**config.mk**
```make
export PLATFORM = sky130hd
export DESIGN_NAME = cfg_index_bridge
export DESIGN_NICKNAME = d
export VERILOG_FILES = /design/src/rtl/cfgb_pkg.sv /design/src/rtl/cfgb_regs.sv /design/src/rtl/cfgb_seq.sv /design/src/rtl/cfg_index_bridge.sv
export SDC_FILE = /design/constraint.sdc
export NUM_CORES = 1
export LEC_CHECK = 0
export BUFFER_PORTS_ARGS = -buffer_cell sky130_fd_sc_hd__buf_4
export CAP_MARGIN = 25
export CORE_UTILIZATION = 42
export DETAILED_ROUTE_END_ITERATION = 10
export GPL_TIMING_DRIVEN = 0
export PLACE_DENSITY_LB_ADDON = 0.08
export SYNTH_ARGS = -nofsm -noshare
export SYNTH_HDL_FRONTEND = slang
export SYNTH_SLANG_ARGS = --single-unit
export TNS_END_PERCENT = 10
```
**constraint.sdc**
```tcl
create_clock -name clk -period 1.6 [get_ports clk]
set_clock_uncertainty 0.05 [all_clocks]
set_input_delay 0.16 -clock clk [delete_from_list [all_inputs] [get_ports clk]]
set_output_delay 0.16 -clock clk [all_outputs]
set_load 0.02 [all_outputs]
```
**src/rtl/cfgb_pkg.sv**
```systemverilog
// Package: shared types and field positions of the configuration index bridge.
// Assumes a 32-bit processor data bus and a 256-byte configuration space per function.
package cfgb_pkg;
    localparam int DW      = 32;
    localparam int BEW     = DW / 8;
    localparam int BUS_W   = 8;
    localparam int DEV_W   = 5;
    localparam int FN_W    = 3;
    localparam int REG_W   = 6;

    // Decoded contents of the index register (reserved bits are not stored)
    typedef struct packed {
        logic             en;
        logic [BUS_W-1:0] bus;
        logic [DEV_W-1:0] dev;
        logic [FN_W-1:0]  fn;
        logic [REG_W-1:0] regno;
    } cfg_index_t;

    typedef enum logic [1:0] {
        ST_IDLE = 2'd0,
        ST_REQ  = 2'd1,
        ST_WAIT = 2'd2,
        ST_DONE = 2'd3
    } seq_state_t;

    // Rebuild the architectural 32-bit index word; reserved bits read zero
    function automatic logic [DW-1:0] idx_to_word(input cfg_index_t i);
        return {i.en, 7'b0, i.bus, i.dev, i.fn, i.regno, 2'b00};
    endfunction
endpackage

```
**src/rtl/cfgb_regs.sv**
```systemverilog
// Module: holds the index register and the local scratch data register.
// Assumes write strobes are single-cycle and already decoded by the parent.
module cfgb_regs
    import cfgb_pkg::*;
(
    input  logic           clk,
    input  logic           rst_n,
    input  logic           wr_idx,
    input  logic           wr_loc,
    input  logic [DW-1:0]  wdata,
    input  logic [BEW-1:0] be,
    output cfg_index_t     idx,
    output logic [DW-1:0]  loc_data
);
    cfg_index_t idx_q;
    logic [DW-1:0] loc_q;

    // Index register: each field follows the byte lane that carries it
    always_ff @(posedge clk) begin
        if (!rst_n) begin
            idx_q <= '0;
        end else if (wr_idx) begin
            if (be[3]) idx_q.en    <= wdata[31];
            if (be[2]) idx_q.bus   <= wdata[23:16];
            if (be[1]) begin
                idx_q.dev <= wdata[15:11];
                idx_q.fn  <= wdata[10:8];
            end
            if (be[0]) idx_q.regno <= wdata[7:2];
        end
    end

    // Local data register: one generated byte lane per byte enable
    for (genvar b = 0; b < BEW; b++) begin : g_lane
        always_ff @(posedge clk) begin
            if (!rst_n)
                loc_q[8*b +: 8] <= '0;
            else if (wr_loc && be[b])
                loc_q[8*b +: 8] <= wdata[8*b +: 8];
        end
    end

    assign idx      = idx_q;
    assign loc_data = loc_q;
endmodule

```
**src/rtl/cfgb_seq.sv**
```systemverilog
// Module: sequences one configuration transaction through request and completion.
// Assumes start is raised only while idle and the processor holds its access stable.
module cfgb_seq
    import cfgb_pkg::*;
(
    input  logic             clk,
    input  logic             rst_n,
    input  logic             start,
    input  logic             start_we,
    input  logic [DW-1:0]    start_wdata,
    input  logic [BEW-1:0]   start_be,
    input  cfg_index_t       idx,
    output logic             busy,
    output logic             done,
    output logic [DW-1:0]    rdata,
    output logic             req_valid,
    input  logic             req_ready,
    output logic             req_write,
    output logic [BUS_W-1:0] req_bus,
    output logic [DEV_W-1:0] req_dev,
    output logic [FN_W-1:0]  req_fn,
    output logic [REG_W-1:0] req_reg,
    output logic [DW-1:0]    req_wdata,
    output logic [BEW-1:0]   req_be,
    input  logic             cpl_valid,
    output logic             cpl_ready,
    input  logic             cpl_err,
    input  logic [DW-1:0]    cpl_data
);
    seq_state_t    st_q, st_d;
    cfg_index_t    tgt_q;
    logic          we_q;
    logic [DW-1:0] wd_q, rd_q;
    logic [BEW-1:0] be_q;

    // Next-state logic of the transaction sequencer
    always_comb begin
        st_d = st_q;
        unique case (st_q)
            ST_IDLE: if (start)     st_d = ST_REQ;
            ST_REQ:  if (req_ready) st_d = ST_WAIT;
            ST_WAIT: if (cpl_valid) st_d = ST_DONE;
            ST_DONE:                st_d = ST_IDLE;
            default:                st_d = ST_IDLE;
        endcase
    end

    // State register
    always_ff @(posedge clk) begin
        if (!rst_n) st_q <= ST_IDLE;
        else        st_q <= st_d;
    end

    // Capture the request payload when a transaction starts
    always_ff @(posedge clk) begin
        if (!rst_n) begin
            tgt_q <= '0;
            we_q  <= 1'b0;
            wd_q  <= '0;
            be_q  <= '0;
        end else if (st_q == ST_IDLE && start) begin
            tgt_q <= idx;
            we_q  <= start_we;
            wd_q  <= start_wdata;
            be_q  <= start_be;
        end
    end

    // Capture completion data, substituting all-ones on error
    always_ff @(posedge clk) begin
        if (!rst_n)
            rd_q <= '0;
        else if (st_q == ST_WAIT && cpl_valid)
            rd_q <= cpl_err ? '1 : cpl_data;
    end

    assign busy      = (st_q != ST_IDLE);
    assign done      = (st_q == ST_DONE);
    assign rdata     = rd_q;
    assign req_valid = (st_q == ST_REQ);
    assign cpl_ready = (st_q == ST_WAIT);
    assign req_write = we_q;
    assign req_bus   = tgt_q.bus;
    assign req_dev   = tgt_q.dev;
    assign req_fn    = tgt_q.fn;
    assign req_reg   = tgt_q.regno;
    assign req_wdata = wd_q;
    assign req_be    = be_q;
endmodule

```
**src/rtl/cfg_index_bridge.sv**
```systemverilog
// Module: top of the index/data configuration access bridge.
// Decodes processor accesses to the index and data registers and either serves
// them locally or forwards them as configuration requests. Assumes the processor
// holds its access stable until cpu_ready and issues one access at a time.
module cfg_index_bridge
    import cfgb_pkg::*;
#(
    parameter int ADDR_W   = 4,
    parameter int IDX_OFS  = 0,
    parameter int DATA_OFS = 4
) (
    input  logic              clk,
    input  logic              rst_n,
    input  logic              cpu_valid,
    input  logic              cpu_we,
    input  logic [ADDR_W-1:0] cpu_addr,
    input  logic [31:0]       cpu_wdata,
    input  logic [3:0]        cpu_be,
    output logic              cpu_ready,
    output logic [31:0]       cpu_rdata,
    output logic              dn_req_valid,
    input  logic              dn_req_ready,
    output logic              dn_req_write,
    output logic [7:0]        dn_req_bus,
    output logic [4:0]        dn_req_dev,
    output logic [2:0]        dn_req_fn,
    output logic [5:0]        dn_req_reg,
    output logic [31:0]       dn_req_wdata,
    output logic [3:0]        dn_req_be,
    input  logic              dn_cpl_valid,
    output logic              dn_cpl_ready,
    input  logic              dn_cpl_err,
    input  logic [31:0]       dn_cpl_data
);
    localparam logic [ADDR_W-1:0] IDX_A  = ADDR_W'(IDX_OFS);
    localparam logic [ADDR_W-1:0] DATA_A = ADDR_W'(DATA_OFS);

    cfg_index_t idx;
    logic [DW-1:0] loc_data, seq_rdata;
    logic sel_idx, sel_dat, cfg_hit, seq_busy, seq_done;

    // Register select decode
    always_comb begin
        sel_idx = cpu_valid && (cpu_addr == IDX_A);
        sel_dat = cpu_valid && (cpu_addr == DATA_A);
        cfg_hit = sel_dat && idx.en;
    end

    cfgb_regs u_regs (
        .clk      (clk),
        .rst_n    (rst_n),
        .wr_idx   (sel_idx && cpu_we),
        .wr_loc   (sel_dat && !idx.en && cpu_we),
        .wdata    (cpu_wdata),
        .be       (cpu_be),
        .idx      (idx),
        .loc_data (loc_data)
    );

    cfgb_seq u_seq (
        .clk         (clk),
        .rst_n       (rst_n),
        .start       (cfg_hit && !seq_busy),
        .start_we    (cpu_we),
        .start_wdata (cpu_wdata),
        .start_be    (cpu_be),
        .idx         (idx),
        .busy        (seq_busy),
        .done        (seq_done),
        .rdata       (seq_rdata),
        .req_valid   (dn_req_valid),
        .req_ready   (dn_req_ready),
        .req_write   (dn_req_write),
        .req_bus     (dn_req_bus),
        .req_dev     (dn_req_dev),
        .req_fn      (dn_req_fn),
        .req_reg     (dn_req_reg),
        .req_wdata   (dn_req_wdata),
        .req_be      (dn_req_be),
        .cpl_valid   (dn_cpl_valid),
        .cpl_ready   (dn_cpl_ready),
        .cpl_err     (dn_cpl_err),
        .cpl_data    (dn_cpl_data)
    );

    // Processor handshake: local accesses finish at once, forwarded ones on done
    always_comb begin
        cpu_ready = cpu_valid && (cfg_hit ? seq_done : 1'b1);
        if (sel_idx)      cpu_rdata = idx_to_word(idx);
        else if (cfg_hit) cpu_rdata = seq_rdata;
        else if (sel_dat) cpu_rdata = loc_data;
        else              cpu_rdata = '0;
    end
endmodule

```
---- Word-level counts from Yosys, hierarchy flattened ----
Index checks and enable logic that the tools add are counted.
cells by class
  equal/unequal tests ..................... 7
  muxes and demuxes ....................... 9
  reduce and logical (&&, ||, !) cells .... 24
operators with widths
  operator            count
  $mux 32             4
  $logic_and 1x1->1   14
  $pmux 2 s4          1
  $reduce_and 2->1    4
  $mux 2              3
  $eq 2x2->1 const B  2
  $eq 4x3->1 const B  1
  $logic_not 4->1     1
  $ne 2x1->1 const B  2
  $reduce_and 3->1    1
  $eq 2x1->1 const B  1
  $logic_not 1->1     2
  $logic_not 2->1     1
  $ne 2x2->1 const B  1
  $reduce_bool 2->1   1
  $mux 1              1
word-level totals
  flip-flop bits (word level) ............. 148
  output and inout bits ................... 94
  logic and storage cells ................. 58

---- Logic depth before layout (Yosys ltp) ----
  depth in word-level cells ............... 6
  depth in mapped cells ................... 7
  gate-level depth less buffers ........... 6

---- Modules after synthesis ----
A second synthesis with hierarchy kept.
unflattened totals
  cells, all modules ...................... 753
  area total of the unflattened synthesis .. 6645.1 µm²
by module, submodules not included
  module            times used  cells an instance  area an instance (µm²)  sequential area each (µm²)
  cfgb_seq          1           386                3553.4                  1861.8
  cfgb_regs         1           258                2185.8                  1101.1
  cfg_index_bridge  1           109                905.9                   0.0

---- Least setup slack after synthesis ----
Ideal clock, no wire load.
  kind .................................... reg-to-output
  start ................................... register u_regs.idx_q, in the netlist u_regs.idx[22]
  end ..................................... output cpu_ready
  arrival time ............................ 1482 ps
  setup slack ............................. -92 ps
  cell stages (with the launch flop) ...... 6
  path buffers ............................ 2
  cell sequence ........................... dfxtp_1 > and3b_1 > and2_1 > clkbuf_1 > buf_2 > a21boi_0
between the ends
  longest elaborated chain between the ends .. 3
RTL lines
  what               RTL line                RTL
  start, declared    cfgb_regs.sv:15         cfg_index_t idx_q;
  $logic_and 1x1->1  cfg_index_bridge.sv:46  cfg_hit = sel_dat && idx.en;
  $mux 1             cfg_index_bridge.sv:88  cpu_ready = cpu_valid && (cfg_hit ? seq_done : 1'b1);
  $logic_and 1x1->1  cfg_index_bridge.sv:88
  end, declared      cfg_index_bridge.sv:19  output logic cpu_ready,
Every way passes these cells.

---- Worst setup path after layout ----
  start ................................... register u_regs.idx_q, in the netlist u_regs.idx[22]
  end ..................................... output cpu_rdata[15]
between the ends
  longest elaborated chain between the ends .. 3
RTL lines
  what               RTL line                RTL
  $logic_and 1x1->1  cfg_index_bridge.sv:46
  $mux 32            cfg_index_bridge.sv:90  else if (cfg_hit) cpu_rdata = seq_rdata;
  $mux 32            cfg_index_bridge.sv:89  if (sel_idx) cpu_rdata = idx_to_word(idx);
  end, declared      cfg_index_bridge.sv:20  output logic [31:0] cpu_rdata,
Every way passes these cells.

==> parameters.txt <==
Parameter                              Value

GRT
  Maximum number of pins on one net before global-route repair ... 17
  Initial antenna violation count ... 0
  Via count of the first global-routing pass ... ~6k
  Wire length of the first global-routing pass ... between 30,000 and 40,000 um
  Final global-route overflow total ... 0
  Combined global-route utilization of all metal layers ... approximately 28%

Synth
  Number of warnings issued by yosys ... 0
  Post-Synthesis Cells ... 701
  Share of synthesized area occupied by flip-flops and latches ... 50.14%
  Number of nets in the synthesized netlist ... just under 800
  Distinct cells, synth ... 33
  Post-synthesis sequential element count ... approximately 150
  Average cell area after synthesis ... roughly 8.4 sq um
  Number of synthesized flops with an enable pin ... 0
  Top flip-flop cell by instance count after synthesis ... dfxtp_1
  Area of the mapped netlist ... between 5000 and 6000 sq um
  Async S/R FF share, synth ... 0%

Status
  Run status ... finished, violations left
  Violated checks ... negative setup slack

Layout
  Most common library cell in the layout ignoring fill and taps ... buf_4
  Area taken by multi-input logic gates ... about 2800 sq um
  Area growth from synthesis to layout ... 53.44%
  Final design area excluding fillers ... a little over 9000 sq um
  Fraction of final layout cells with drive strength greater than 1 ... between 20% and 30%
  Number of fill cells in the layout ... 1,148
  Register area ... between 2000 and 3000 sq um
  Diodes inserted ... 0
  Nets@finish ... around 1.0k
  Most frequent cells in the layout ... buf_4 (161), dfxtp_1 (146), nand2_1 (138)
  Core Util, Final ... 67.14%

CTS
  Root Buffer Master ... clkbuf_16
  Clock transition at path regs ... 0.06 ns
  Clock tree sinks ... 148
  Number of buffers inserted during clock tree synthesis ... 17
  Clock tree from TritonCTS ... built
  Clock latency on the worst-skew pair ... roughly 0.41 ns
  Largest buffer count on any clock path ... 2
  Level count of the clock H-tree ... 4

Placed design
  Number of buffer cells added on primary ports ... 170
  Global placement routability congestion ... just over 0.9
  Placed cell area ... 7408 sq um
  DPL Wire Length ... about 14,000 um
  Post-place setup slack ... -0.5461 ns

STA
  Worst slew margin ... 51.70%
  Setup repair after global routing missed its margin ... yes
  Slew at the pin closest to its max-slew limit ... around 0.72 ns
  Worst setup slack after layout ... -0.2916 ns
  Final hold violation count ... 0
  Post-layout min period ... 1.892 ns
  Total of endpoints with negative setup slack in the final report ... 34
  Total count of max-transition violations in the final report ... 0
  FMAX ... ~530 MHz
  Final worst path period share ... 118.2%

Die
  Die Span X ... about 120 um
  Floorplan core area ... about 14,000 sq um
  Initial core utilization ... between 40% and 50%
  Floorplan die area ... between 10,000 and 15,000 sq um
  Vertical die dimension ... ~120 um
  Ports placed on the boundary ... 173
  Core Rows ... 42

Critical path
  Crit Path Class ... flop to primary output
  Data required time at the worst endpoint ... 1.39 ns
  Startpoint class of the critical path ... flop
  Worst path arrival time ... 1.68 ns
  Critical-path maximum fanout ... 5
  CP Capture Type ... primary output
  Start point of the critical path ... u_regs.idx[22]
  Source of the worst register-to-register timing path ... u_seq.st_q[0]

Route
  Iteration-0 DRC count of the detailed router ... 440
  Top metal layer carrying routed signals ... met4
  Count of vias placed by the detailed router ... 6,175
  Average detailed-routed wire length per instance ... around 18 um
  Total wire length after detailed routing ... 20,490 um
  Metal3 WL ... ~1200 um
  Number of routed nets with antenna violations ... 0
  Routed met1 length ... slightly below 9000 um
  Number of vias per cell after detailed routing ... about 5.4
  Number of DRC violations after detailed routing ... 0
  Met2 wire length ... roughly 10,000 um
  Total iterations of the first detailed-routing run ... 5

Hold path
  Worst min-delay path class ... input port to flop
  Worst Hold Launch ... dn_cpl_data[2]

Power
  Leakage power summed over all cells ... approximately 3.8 nW
  Power density normalized to cell area ... approximately 880 nW/um^2
  Worst-case vdd ir drop ... slightly above 0.7 mV
  Total power ... roughly 8 mW

Job
  Max Cap Violations ... 0
-- worst max-delay path, stage by stage (launching register included) --
cell	delay, ns
dfxtp_2	0.34
nor2_1	0.04
and3_4	0.15
buf_8	0.14
clkbuf_16	0.16
a22oi_2	0.17
nand2_1	0.11
buf_6	0.14
-- synthesized netlist by cell type, drive strengths merged, types with 3 or more instances --
master / instances / area, sq um
nor3: 65 / 341.6
o21ai: 70 / 350.3
and3: 3 / 18.77
inv: 7 / 26.28
nor2: 3 / 18.77
mux2i: 41 / 410.4
clkbuf: 37 / 138.9
a21oi: 39 / 195.2
ha: 4 / 50.05
a22o: 9 / 78.83
buf: 24 / 122.6
nand2: 144 / 540.5
nand3: 74 / 395.4
a22oi: 22 / 165.2
dfxtp: 148 / 2963
-- cell families after synthesis --
kind of cell | count (synthesis) | synth area share [%]
adders and majority gates | 4 | 0.8470
and+or+nand+nor | 295 | 23.21
buffers and inverters | 68 | 4.870
DFF | 148 | 50.14
AOI/OAI and AO/OA | 145 | 14.00
muxes | 41 | 6.945
-- power by group --
part | total, mW | switching (mW) | internal [mW]
logic | 0.552 | 0.285 | 0.267
registers | 3.70 | 0.00375 | 3.69
clock network | 3.73 | 1.46 | 2.27
total | 7.97 | 1.75 | 6.23
-- layer usage --
metal,vias to the layer above,track usage (%)
met1,2973,34.73
met4,0,8.951
li1,2953,-
met3,25,5.425
met5,-,0
met2,224,48.81
-- cell type report --
cell class	instances	share of cell area, %
plain buffers	60	4.498
clock buffers	29	5.961
clock inverters	3	0.1656
inverters	7	0.2898
multi-input cells	485	31.31
flip-flops and latches	148	32.70
well taps	176	2.429
repair buffers	236	22.64
-- through the flow --
stage	std cells	hold slack (ns)	TNS [ns]
global route	1144	0.02457	-10.93
global placement	1047	0.3357	-33.89
CTS	1142	0.003749	-8.525
finish	1144	0.009786	-8.107
detailed placement	1047	0.3453	-39.21
floorplan	701	0.2404	-0.02748
-- worst paths after layout --
path                     end  slack, ns  depth (start not counted)
max            cpu_rdata[15]      -0.29                          7
min           u_seq.rdata[2]       0.01                          3
max reg2reg    u_seq.st_q[1]      -0.02                          7
min reg2reg  u_seq.req_be[0]       0.41                          2
-- what timing repair did --
| action | CTS | global route |
|---|---|---|
| hold buffers | 56 | 0 |
| resized for setup | 95 | 25 |
| gates cloned | 2 | 2 |
| setup buffers | 6 | 0 |
| hold endpoints to repair | 67 | 0 |
| pin swaps | 36 | 18 |
| endpoints found under the setup margin | 122 | 119 |
No activity file was read; power rests on OpenSTA's default activity.
